<file path="config.mk">
export PLATFORM = sky130hd
export DESIGN_NAME = fifo_svc_req
export DESIGN_NICKNAME = d
export VERILOG_FILES = /design/src/rtl/svc_pkg.sv /design/src/rtl/svc_fifo.sv /design/src/rtl/svc_req_ctl.sv /design/src/rtl/fifo_svc_req.sv
export SDC_FILE = /design/constraint.sdc
export NUM_CORES = 1
export LEC_CHECK = 0
export BUFFER_PORTS_ARGS = -buffer_cell sky130_fd_sc_hd__buf_4
export CELL_PAD_IN_SITES_DETAIL_PLACEMENT = 1
export CELL_PAD_IN_SITES_GLOBAL_PLACEMENT = 1
export CORE_ASPECT_RATIO = 0.9
export CORE_UTILIZATION = 50
export CTS_CLUSTER_DIAMETER = 100
export DETAILED_ROUTE_END_ITERATION = 8
export GPL_TIMING_DRIVEN = 1
export HOLD_SLACK_MARGIN = 0.05
export PLACE_DENSITY_LB_ADDON = 0.1
export SLEW_MARGIN = 5
export SYNTH_ARGS = -nofsm -noshare
export SYNTH_HDL_FRONTEND = slang
export SYNTH_SLANG_ARGS = --single-unit
</file>
<file path="constraint.sdc">
create_clock -name clk -period 7.1 [get_ports clk]
set_input_delay 1.065 -clock clk [delete_from_list [all_inputs] [get_ports clk]]
set_output_delay 1.065 -clock clk [all_outputs]
set_load 0.01 [all_outputs]
</file>
<file path="src/rtl/svc_pkg.sv">
package svc_pkg;
   typedef enum logic {
      XFER_TO_DISK = 1'b0,
      XFER_TO_HOST = 1'b1
   } xfer_dir_e;
endpackage

</file>
<file path="src/rtl/svc_fifo.sv">
module svc_fifo #(
   parameter int DATA_W = 8,
   parameter int DEPTH  = 16,
   localparam int PTR_W = $clog2(DEPTH),
   localparam int CNT_W = $clog2(DEPTH + 1)
) (
   input  logic              clk,
   input  logic              rst_n,
   input  logic              push,
   input  logic [DATA_W-1:0] wdata,
   input  logic              pop,
   output logic [DATA_W-1:0] rdata,
   output logic [CNT_W-1:0]  count,
   output logic [CNT_W-1:0]  count_nxt,
   output logic              bad_op
);
   logic [DATA_W-1:0] mem [DEPTH];
   logic [PTR_W-1:0]  wr_ptr, rd_ptr;
   logic              full, empty, push_ok, pop_ok;

   assign full    = (count == CNT_W'(DEPTH));
   assign empty   = (count == '0);
   assign push_ok = push && !full;
   assign pop_ok  = pop && !empty;
   assign bad_op  = (push && full) || (pop && empty);
   assign rdata   = mem[rd_ptr];

   always_comb begin
      count_nxt = count;
      if (push_ok && !pop_ok) count_nxt = count + 1'b1;
      if (pop_ok && !push_ok) count_nxt = count - 1'b1;
   end

   always_ff @(posedge clk) begin
      if (!rst_n) begin
         wr_ptr <= '0;
         rd_ptr <= '0;
         count  <= '0;
      end else begin
         if (push_ok) wr_ptr <= wr_ptr + 1'b1;
         if (pop_ok)  rd_ptr <= rd_ptr + 1'b1;
         count <= count_nxt;
      end
   end

   for (genvar i = 0; i < DEPTH; i++) begin : g_slot
      always_ff @(posedge clk) begin
         if (push_ok && wr_ptr == PTR_W'(i)) mem[i] <= wdata;
      end
   end
endmodule

</file>
<file path="src/rtl/svc_req_ctl.sv">
module svc_req_ctl
   import svc_pkg::*;
#(
   parameter int DEPTH  = 16,
   localparam int THR_W = $clog2(DEPTH),
   localparam int CNT_W = $clog2(DEPTH + 1)
) (
   input  logic             clk,
   input  logic             rst_n,
   input  xfer_dir_e        dir,
   input  logic [THR_W-1:0] thr_cfg,
   input  logic             exec_start,
   input  logic             sector_end,
   input  logic             term_count,
   input  logic [CNT_W-1:0] level_nxt,
   output logic             req,
   output logic             result_ok
);
   logic [CNT_W-1:0] thr, fill_mark;
   logic             act, done, act_n, done_n, req_n, res_n;

   assign thr       = CNT_W'(thr_cfg) + 1'b1;
   assign fill_mark = CNT_W'(DEPTH) - thr;

   always_comb begin
      act_n = act;
      if (exec_start) act_n = 1'b1;
      if (term_count) act_n = 1'b0;
      done_n = done;
      if (term_count) done_n = 1'b1;
      if (exec_start) done_n = 1'b0;

      if (dir == XFER_TO_HOST) begin
         if (level_nxt == '0)                           req_n = 1'b0;
         else if (level_nxt >= fill_mark || sector_end) req_n = 1'b1;
         else                                           req_n = req;
      end else begin
         if (!act_n)                              req_n = 1'b0;
         else if (level_nxt == CNT_W'(DEPTH))     req_n = 1'b0;
         else if (exec_start)                     req_n = 1'b1;
         else if (level_nxt == thr)               req_n = 1'b1;
         else                                     req_n = req;
      end
      res_n = (dir == XFER_TO_DISK) && done_n && (level_nxt == '0);
   end

   always_ff @(posedge clk) begin
      if (!rst_n) begin
         act       <= 1'b0;
         done      <= 1'b0;
         req       <= 1'b0;
         result_ok <= 1'b0;
      end else begin
         act       <= act_n;
         done      <= done_n;
         req       <= req_n;
         result_ok <= res_n;
      end
   end
endmodule

</file>
<file path="src/rtl/fifo_svc_req.sv">
module fifo_svc_req
   import svc_pkg::*;
#(
   parameter int DATA_W   = 8,
   parameter int DEPTH    = 16,
   parameter bit DUAL_OUT = 1'b1,
   localparam int THR_W   = $clog2(DEPTH),
   localparam int CNT_W   = $clog2(DEPTH + 1)
) (
   input  logic              clk,
   input  logic              rst_n,
   input  logic              to_host,
   input  logic              dma_mode,
   input  logic [THR_W-1:0]  thr_cfg,
   input  logic              exec_start,
   input  logic              sector_end,
   input  logic              term_count,
   input  logic              disk_wr,
   input  logic [DATA_W-1:0] disk_wdata,
   input  logic              disk_rd,
   input  logic              host_wr,
   input  logic [DATA_W-1:0] host_wdata,
   input  logic              host_rd,
   output logic [DATA_W-1:0] rd_data,
   output logic [CNT_W-1:0]  level,
   output logic              irq,
   output logic              rqm,
   output logic              dma_req,
   output logic              result_ok,
   output logic              err_flag
);
   if (DEPTH < 2 || (DEPTH & (DEPTH - 1)) != 0) begin : g_bad_depth
      $error("fifo_svc_req: DEPTH must be a power of two, at least 2");
   end
   if (DATA_W < 1) begin : g_bad_width
      $error("fifo_svc_req: DATA_W must be positive");
   end

   xfer_dir_e        dir;
   logic             push, pop, bad_op, req;
   logic [DATA_W-1:0] push_data;
   logic [CNT_W-1:0] level_nxt;

   assign dir       = xfer_dir_e'(to_host);
   assign push      = (dir == XFER_TO_HOST) ? disk_wr    : host_wr;
   assign pop       = (dir == XFER_TO_HOST) ? host_rd    : disk_rd;
   assign push_data = (dir == XFER_TO_HOST) ? disk_wdata : host_wdata;

   svc_fifo #(.DATA_W(DATA_W), .DEPTH(DEPTH)) u_fifo (
      .clk(clk), .rst_n(rst_n), .push(push), .wdata(push_data), .pop(pop),
      .rdata(rd_data), .count(level), .count_nxt(level_nxt), .bad_op(bad_op)
   );

   svc_req_ctl #(.DEPTH(DEPTH)) u_ctl (
      .clk(clk), .rst_n(rst_n), .dir(dir), .thr_cfg(thr_cfg),
      .exec_start(exec_start), .sector_end(sector_end), .term_count(term_count),
      .level_nxt(level_nxt), .req(req), .result_ok(result_ok)
   );

   always_ff @(posedge clk) begin
      if (!rst_n)      err_flag <= 1'b0;
      else if (bad_op) err_flag <= 1'b1;
   end

   assign irq     = req && !dma_mode;
   assign dma_req = req && dma_mode;
   if (DUAL_OUT) begin : g_status_bit
      assign rqm = req && !dma_mode;
   end else begin : g_no_status_bit
      assign rqm = 1'b0;
   end
endmodule

</file>
==> results_dict.tcl, run 1 <==
set metrics [dict create \
    antenna_left 0 \
    min_path_type "reg -> reg" \
    start_util_pct 51.5 \
    muxShareOfSynthArea_pct 16.7 \
    worstSetupPathType "reg -> out" \
    avgViaCountPerCell 5.94 \
    wire_per_inst_um 24.2 \
    fin_hold_ws_ns 0.481 \
    tns_ns 0 \
    core_um2 12700 \
    synthCells 403 \
    drc 0 \
    postSynthNetCount 446 \
    synth_edf_count 128 \
    cts-htree-levels 4 \
    port_buffers 48 \
    syn_area_um2 6560 \
    fin_crit_ns 3.69 \
    drtPass1Iterations 4 \
    routed_wl_mm 15.2 \
    synth_ff_type "edfxtp_1" \
    first_global_vias 3893 \
    clock-sinks 150 \
    cts_resized 0 \
    place_hpwl_mm 10.1 \
    drive_above_1_share_pct 31.4 \
    drt-initial-drc-count 335 \
    routabilityCongestion 0.747 \
    synth_area_per_cell_um2 16.3 \
    finalCritPeriodShare_pct 52.0 \
    clockBufferDepth 2 \
    cts_tree "yes" \
    swShare_pct 29.7 \
    cts_buffers 17 \
    finalClockSkew_ns 0.00770 \
    die_w_um 123 \
    die_h_um 111 \
    async_flop_share_pct 0 \
    vdd_ir_drop_max_mv 0.222 \
    cts-root-buf "clkbuf_16" \
    yosys_warnings 0 \
    clk_pin_slew_ns 0.07 \
    leakagePower_nw 2.63 \
    yosys.area_share.simple_pct 8.06 \
    antenna_cells 0 \
    status "complete, no violations" \
    layout_common_cells "edfxtp_1, buf_4, mux4_2, nor2_1, dfxtp_1" \
    slew-limit-headroom_pct 33.1 \
    synth_top_family_by_area "multiplexers" \
    synthXorXnorAreaFrac_pct 1.60 \
    p_per_area_nw_per_um2 338 \
    track_usage_pct 24.5 \
    cp-end-kind "primary output" \
    insertion_delay_ns 0.42 \
    pwr-share-comb_pct 25.3 \
    nets 495 \
    overflow 0 \
    worstSetupStartpointType "flip-flop" \
    grt_max_degree 33 \
    postCtsSetupRepairBufs 0 \
    max_cap_viol_count 0 \
    synth_seq_area_share_pct 65.3 \
    synth_cell_types 55 \
    layout_commonest_cell "edfxtp_1" \
    critPathRequiredTime_ns 6.03 \
    worstPathArrival_ns 2.63 \
    synth_compound_area_share_pct 3.96 \
    synth-seq-cells 150 \
    finalHoldViolCount 0 \
    crit_fanout 32 \
    rsz0062_at_grt "false" \
    p_switching_uw 767 \
    grt_antenna_before_repair 1 \
    intPower_mw 1.82 \
    dieArea_um2 13600 \
    vias 3734 \
    max_freq_mhz 271 \
    area_growth_pct 16.6 \
    grt_pass1_wl_mm 23.5 \
    synthAdderAreaFrac_pct 2.29 \
    worst_pin_slew_ns 1.00 \
    power.total_mw 2.58 \
    rows 39 \
    ios 49 \
    ctsHoldBuffers 0 \
    seqPwrFrac_pct 40.1 \
    pwr-share-clk_pct 34.5 \
    slew_violations 0 \
    setup_viol 0 \
]
-- cells in the mapped netlist (2+ instances only) --
cell	count	share of area, %
dfxtp_1	22	6.7
inv_1	11	0.63
buf_1	7	0.40
mux2_2	10	1.7
nand3_1	6	0.46
buf_2	2	0.15
nor2_1	40	2.3
nand4_1	4	0.38
nor2b_1	3	0.29
a21o_1	2	0.23
o21ai_0	5	0.38
clkbuf_1	10	0.57
xor2_1	6	0.80
o211ai_1	3	0.34
nand2b_1	6	0.57
nand4bb_1	3	0.51
nand2_1	18	1.0
and4b_1	2	0.31
edfxtp_1	128	59
mux4_2	40	14
or3_1	3	0.29
ha_1	12	2.3
o2bb2ai_1	2	0.27
nor3_1	8	0.61
mux2i_1	7	1.1
a211oi_2	2	0.38
a21oi_1	4	0.31
a211o_1	2	0.27
and2_1	2	0.19
xnor2_1	6	0.80
and3_1	3	0.29
-- metrics by stage --
step	worst slack, ns	instances	util (%)	instance area (µm²)
4_1_cts	3.35	629	60.1	7650
3_3_place_gp	3.42	597	55.6	7080
5_1_grt	3.27	629	60.1	7650
6_report	3.41	629	60.1	7650
2_1_floorplan	3.73	403	-	6560
3_5_place_dp	3.27	597	55.6	7080
-- area by class of cell --
cell class	instances	area [µm²]
Clock inverter	15	154
Multi-Input combinational cell	220	2160
Timing Repair Buffer	51	383
Fill cell	1147	5080
Sequential cell	150	4290
Clock buffer	17	425
Inverter	12	45.0
Tap cell	164	205
-- sequential cells by signal, indices dropped and copies added, names as in the netlist, named ones only --
register / flops
u_fifo.mem: 128
u_fifo.rd_ptr: 4
u_fifo.count: 5
u_ctl.req: 1
u_ctl.result_ok: 1
u_ctl.act: 1
u_ctl.done: 1
u_fifo.wr_ptr: 4
err_flag: 1
-- worst max-delay path, stage by stage, from the launching register on --
cell and delay, ns:
dfxtp_2 0.31, buf_4 0.52, mux4_2 0.65, mux4_2 0.51
buf_4 0.16
-- power by group through the flow --
stage	Combinational, mW	Sequential (mW)	Clock (mW)
final	0.655	1.04	0.892
after global routing	0.721	1.04	0.939
after CTS	0.662	1.04	0.903
after detailed placement	0.655	1.06	0
after global placement	0.635	1.05	0
after floorplan	0.468	1.04	0
-- logic make-up (layout without fill, tap and decap cells) --
| kind of cell | Yosys count | in the layout |
|---|---|---|
| mux | 58 | 58 |
| compound gates | 34 | 34 |
| buf+inv | 33 | 95 |
| simple gates | 104 | 104 |
| fa+ha+maj | 12 | 12 |
| xor+xnor | 12 | 12 |
| flops | 150 | 150 |
-- path summary, 6_finish.rpt --
kind,start,endpoint,slack (ns),cells after the start
setup reg to reg,u_fifo.count[1],u_ctl.req,3.87,14
hold reg to reg,err_flag,err_flag,0.48,1
hold / removal,err_flag,err_flag,0.48,1
setup / recovery,flip-flop,rd_data[0],3.41,4
-- layer usage --
metal  track usage (%)  vias to the layer above  part of all wire [%]
li1                  -                     1680                     -
met1              35.7                     1920                    46
met2              37.5                      121                    48
met3              5.92                       13                   5.3
met4              5.69                        0                  0.98
met5                 0                        -                     0
(Power assumes the default switching activity.)
==> run 2: changes to the inputs <==
- clock period: 7.1 -> 3.4 ns (I/O delays scaled with it)
==> run 2 against run 1 <==
Net effect:
- count of clock-buffer cells in the layout is the same
- worst setup slack lost 3.2 ns
- hold slack worse by 0.19 ns
- core utilization is 1.1 points higher
- first-iteration DRC count is 27% lower
- power up 110%
- combinational power grew 120%
- clock skew increased by 0.0032 ns
- design area rose by 1.9%
- critical endpoint is now u_ctl.req
==> results_dict.tcl, run 2 (synthesis results as in run 1) <==
set metrics [dict create \
    routed_wl_mm 15.5 \
    top_register "u_fifo.mem" \
    max_freq_mhz 317 \
    cp_slowest_cell "or4b_4" \
    p_per_area_nw_per_um2 704 \
    grt_pass1_wl_mm 24.3 \
    clock-sinks 150 \
    pwr-share-comb_pct 25.9 \
    rows 39 \
    dieArea_um2 13600 \
    critPathRequiredTime_ns 3.75 \
    area_growth_pct 18.9 \
    finalHoldViolCount 0 \
    p_switching_mw 1.60 \
    place_hpwl_mm 10.5 \
    wire_per_inst_um 24.0 \
    leakagePower_nw 2.71 \
    track_usage_pct 25.1 \
    grt_max_degree 33 \
    vias 3826 \
    seqPwrFrac_pct 39.5 \
    drtPass1Iterations 4 \
    port_buffers 48 \
    first_global_vias 4076 \
    layout_common_cells "edfxtp_1, buf_4, mux4_2, nor2_1, dfxtp_1" \
    busiest_layer "met2" \
    seq_area_um2 4290 \
    antenna_cells 0 \
    multiInputGateArea_um2 2160 \
    finalClockSkew_ns 0.0109 \
    pwr-share-clk_pct 34.6 \
    min_path_type "in -> reg" \
    rsz0062_at_grt "false" \
    fill_cells 1145 \
    worst_pin_slew_ns 0.841 \
    crit_chain "inv_1, ha_1, or4b_4, a211oi_4, o2bb2ai_1, xnor2_2, inv_1, ha_1, nor2_1, a21oi_1, o211ai_1, a21boi_1, o21bai_1, a22oi_1" \
    slew-limit-headroom_pct 43.7 \
    top_regs "u_fifo.mem: 128 flops, u_fifo.count: 5 flops" \
    start_util_pct 51.5 \
    met2_usage_pct 39.0 \
    clk_pin_slew_ns 0.07 \
    met1_usage_pct 35.9 \
    drt-initial-drc-count 244 \
    largest_reg_flops 128 \
    fin_cells 645 \
    grt_util_met3_pct 5.81 \
    slew_violations 0 \
    routabilityCongestion 0.750 \
    cts-root-buf "clkbuf_16" \
    clockBufferDepth 2 \
    ios 49 \
    status "complete, no violations" \
    fin_crit_ns 3.16 \
    intPower_mw 3.89 \
    layout_commonest_cell "edfxtp_1" \
    worstSetupStartpointType "flip-flop" \
    vdd_ir_drop_max_mv 0.400 \
    nets 511 \
    cts-htree-levels 4 \
    insertion_delay_ns 0.42 \
    antenna_left 0 \
    crit_fanout 7 \
    drive_above_1_share_pct 33.1 \
    overflow 0 \
    finalCritPeriodShare_pct 92.9 \
    die_w_um 123 \
    drc 0 \
    slowest_delay_ns 0.52 \
    tns_ns 0 \
    dp_cells 612 \
    avgViaCountPerCell 5.93 \
    swShare_pct 29.1 \
    core_um2 12700 \
    cts_buffers 17 \
    die_h_um 111 \
    worstPathArrival_ns 3.51 \
    worstSetupPathType "reg -> reg" \
    cts_tree "yes" \
    max_cap_viol_count 0 \
    cp-end-kind "flip-flop" \
    setup_viol 0 \
    grt_antenna_before_repair 1 \
]
-- run 2: cell types whose count changed in the layout (fill, tap and decap cells not counted), moves of 2 or more --
| cell | delta |
|---|---|
| nor3_1 | +3 |
| nor3_2 | -3 |
| buf_4 | +15 |
| inv_6 | -2 |
-- run 2: worst max-delay path: cells and delay by family (launching register included) --
family | cells | cell delay [ns]
and+or+nand+nor | 2 | 0.56
DFF | 1 | 0.38
xor gates and xnor gates | 1 | 0.19
adders and majority gates | 2 | 0.49
AOI/OAI and AO/OA | 7 | 1.28
buffers and inverters | 2 | 0.19
-- run 2: final cells by class --
class	count	share of cell area, %
Clock inverter	15	2.15
Timing Repair Buffer	67	6.61
Tap cell	164	2.63
Sequential cell	150	54.9
Multi-Input combinational cell	220	27.7
Clock buffer	17	5.45
Inverter	12	0.577
-- run 2: final timing paths --
path | startpoint | to | slack [ns] | depth (start not counted)
worst max register to register | u_fifo.count[1] | u_ctl.req | 0.24 | 14
worst min-delay path | exec_start | u_ctl.done | 0.29 | 2
worst min register to register | err_flag | err_flag | 0.47 | 1
worst max-delay path | u_fifo.count[1] | u_ctl.req | 0.24 | 14
-- run 2: per-layer routing --
metal  vias up  wire (µm)
met5         -          0
met4         0        141
met3        13        769
met2       111       7340
met1      1995       7250
li1       1707          -
-- run 2: through the flow --
step                      area [µm²]  setup WS (ns)  hold slack, ns  utilization (%)  total power [mW]
after CTS                       7780         0.0819           0.279             61.1              5.50
after detailed placement        7190         0.0844           0.454             56.4              3.60
after floorplan                 6560          0.525           0.449                -              3.16
final                           7800          0.243           0.292             61.3              5.49
after global routing            7800         0.0163           0.286             61.3              5.73
after global placement          7190          0.293           0.451             56.4              3.54
-- run 2: power groups by stage --
stage	logic (mW)	clock network [mW]	registers, mW
2_1_floorplan	0.978	0	2.18
3_3_place_gp	1.35	0	2.19
3_5_place_dp	1.39	0	2.20
4_1_cts	1.41	1.92	2.17
5_1_grt	1.55	2.00	2.18
6_report	1.42	1.90	2.17
-- run 2: what timing repair did --
action,in CTS,in global routing
buffers inserted,0,1
endpoints found under the hold margin,0,0
gates resized for setup,0,3
hold buffers,0,0
endpoints found under the setup margin,0,1
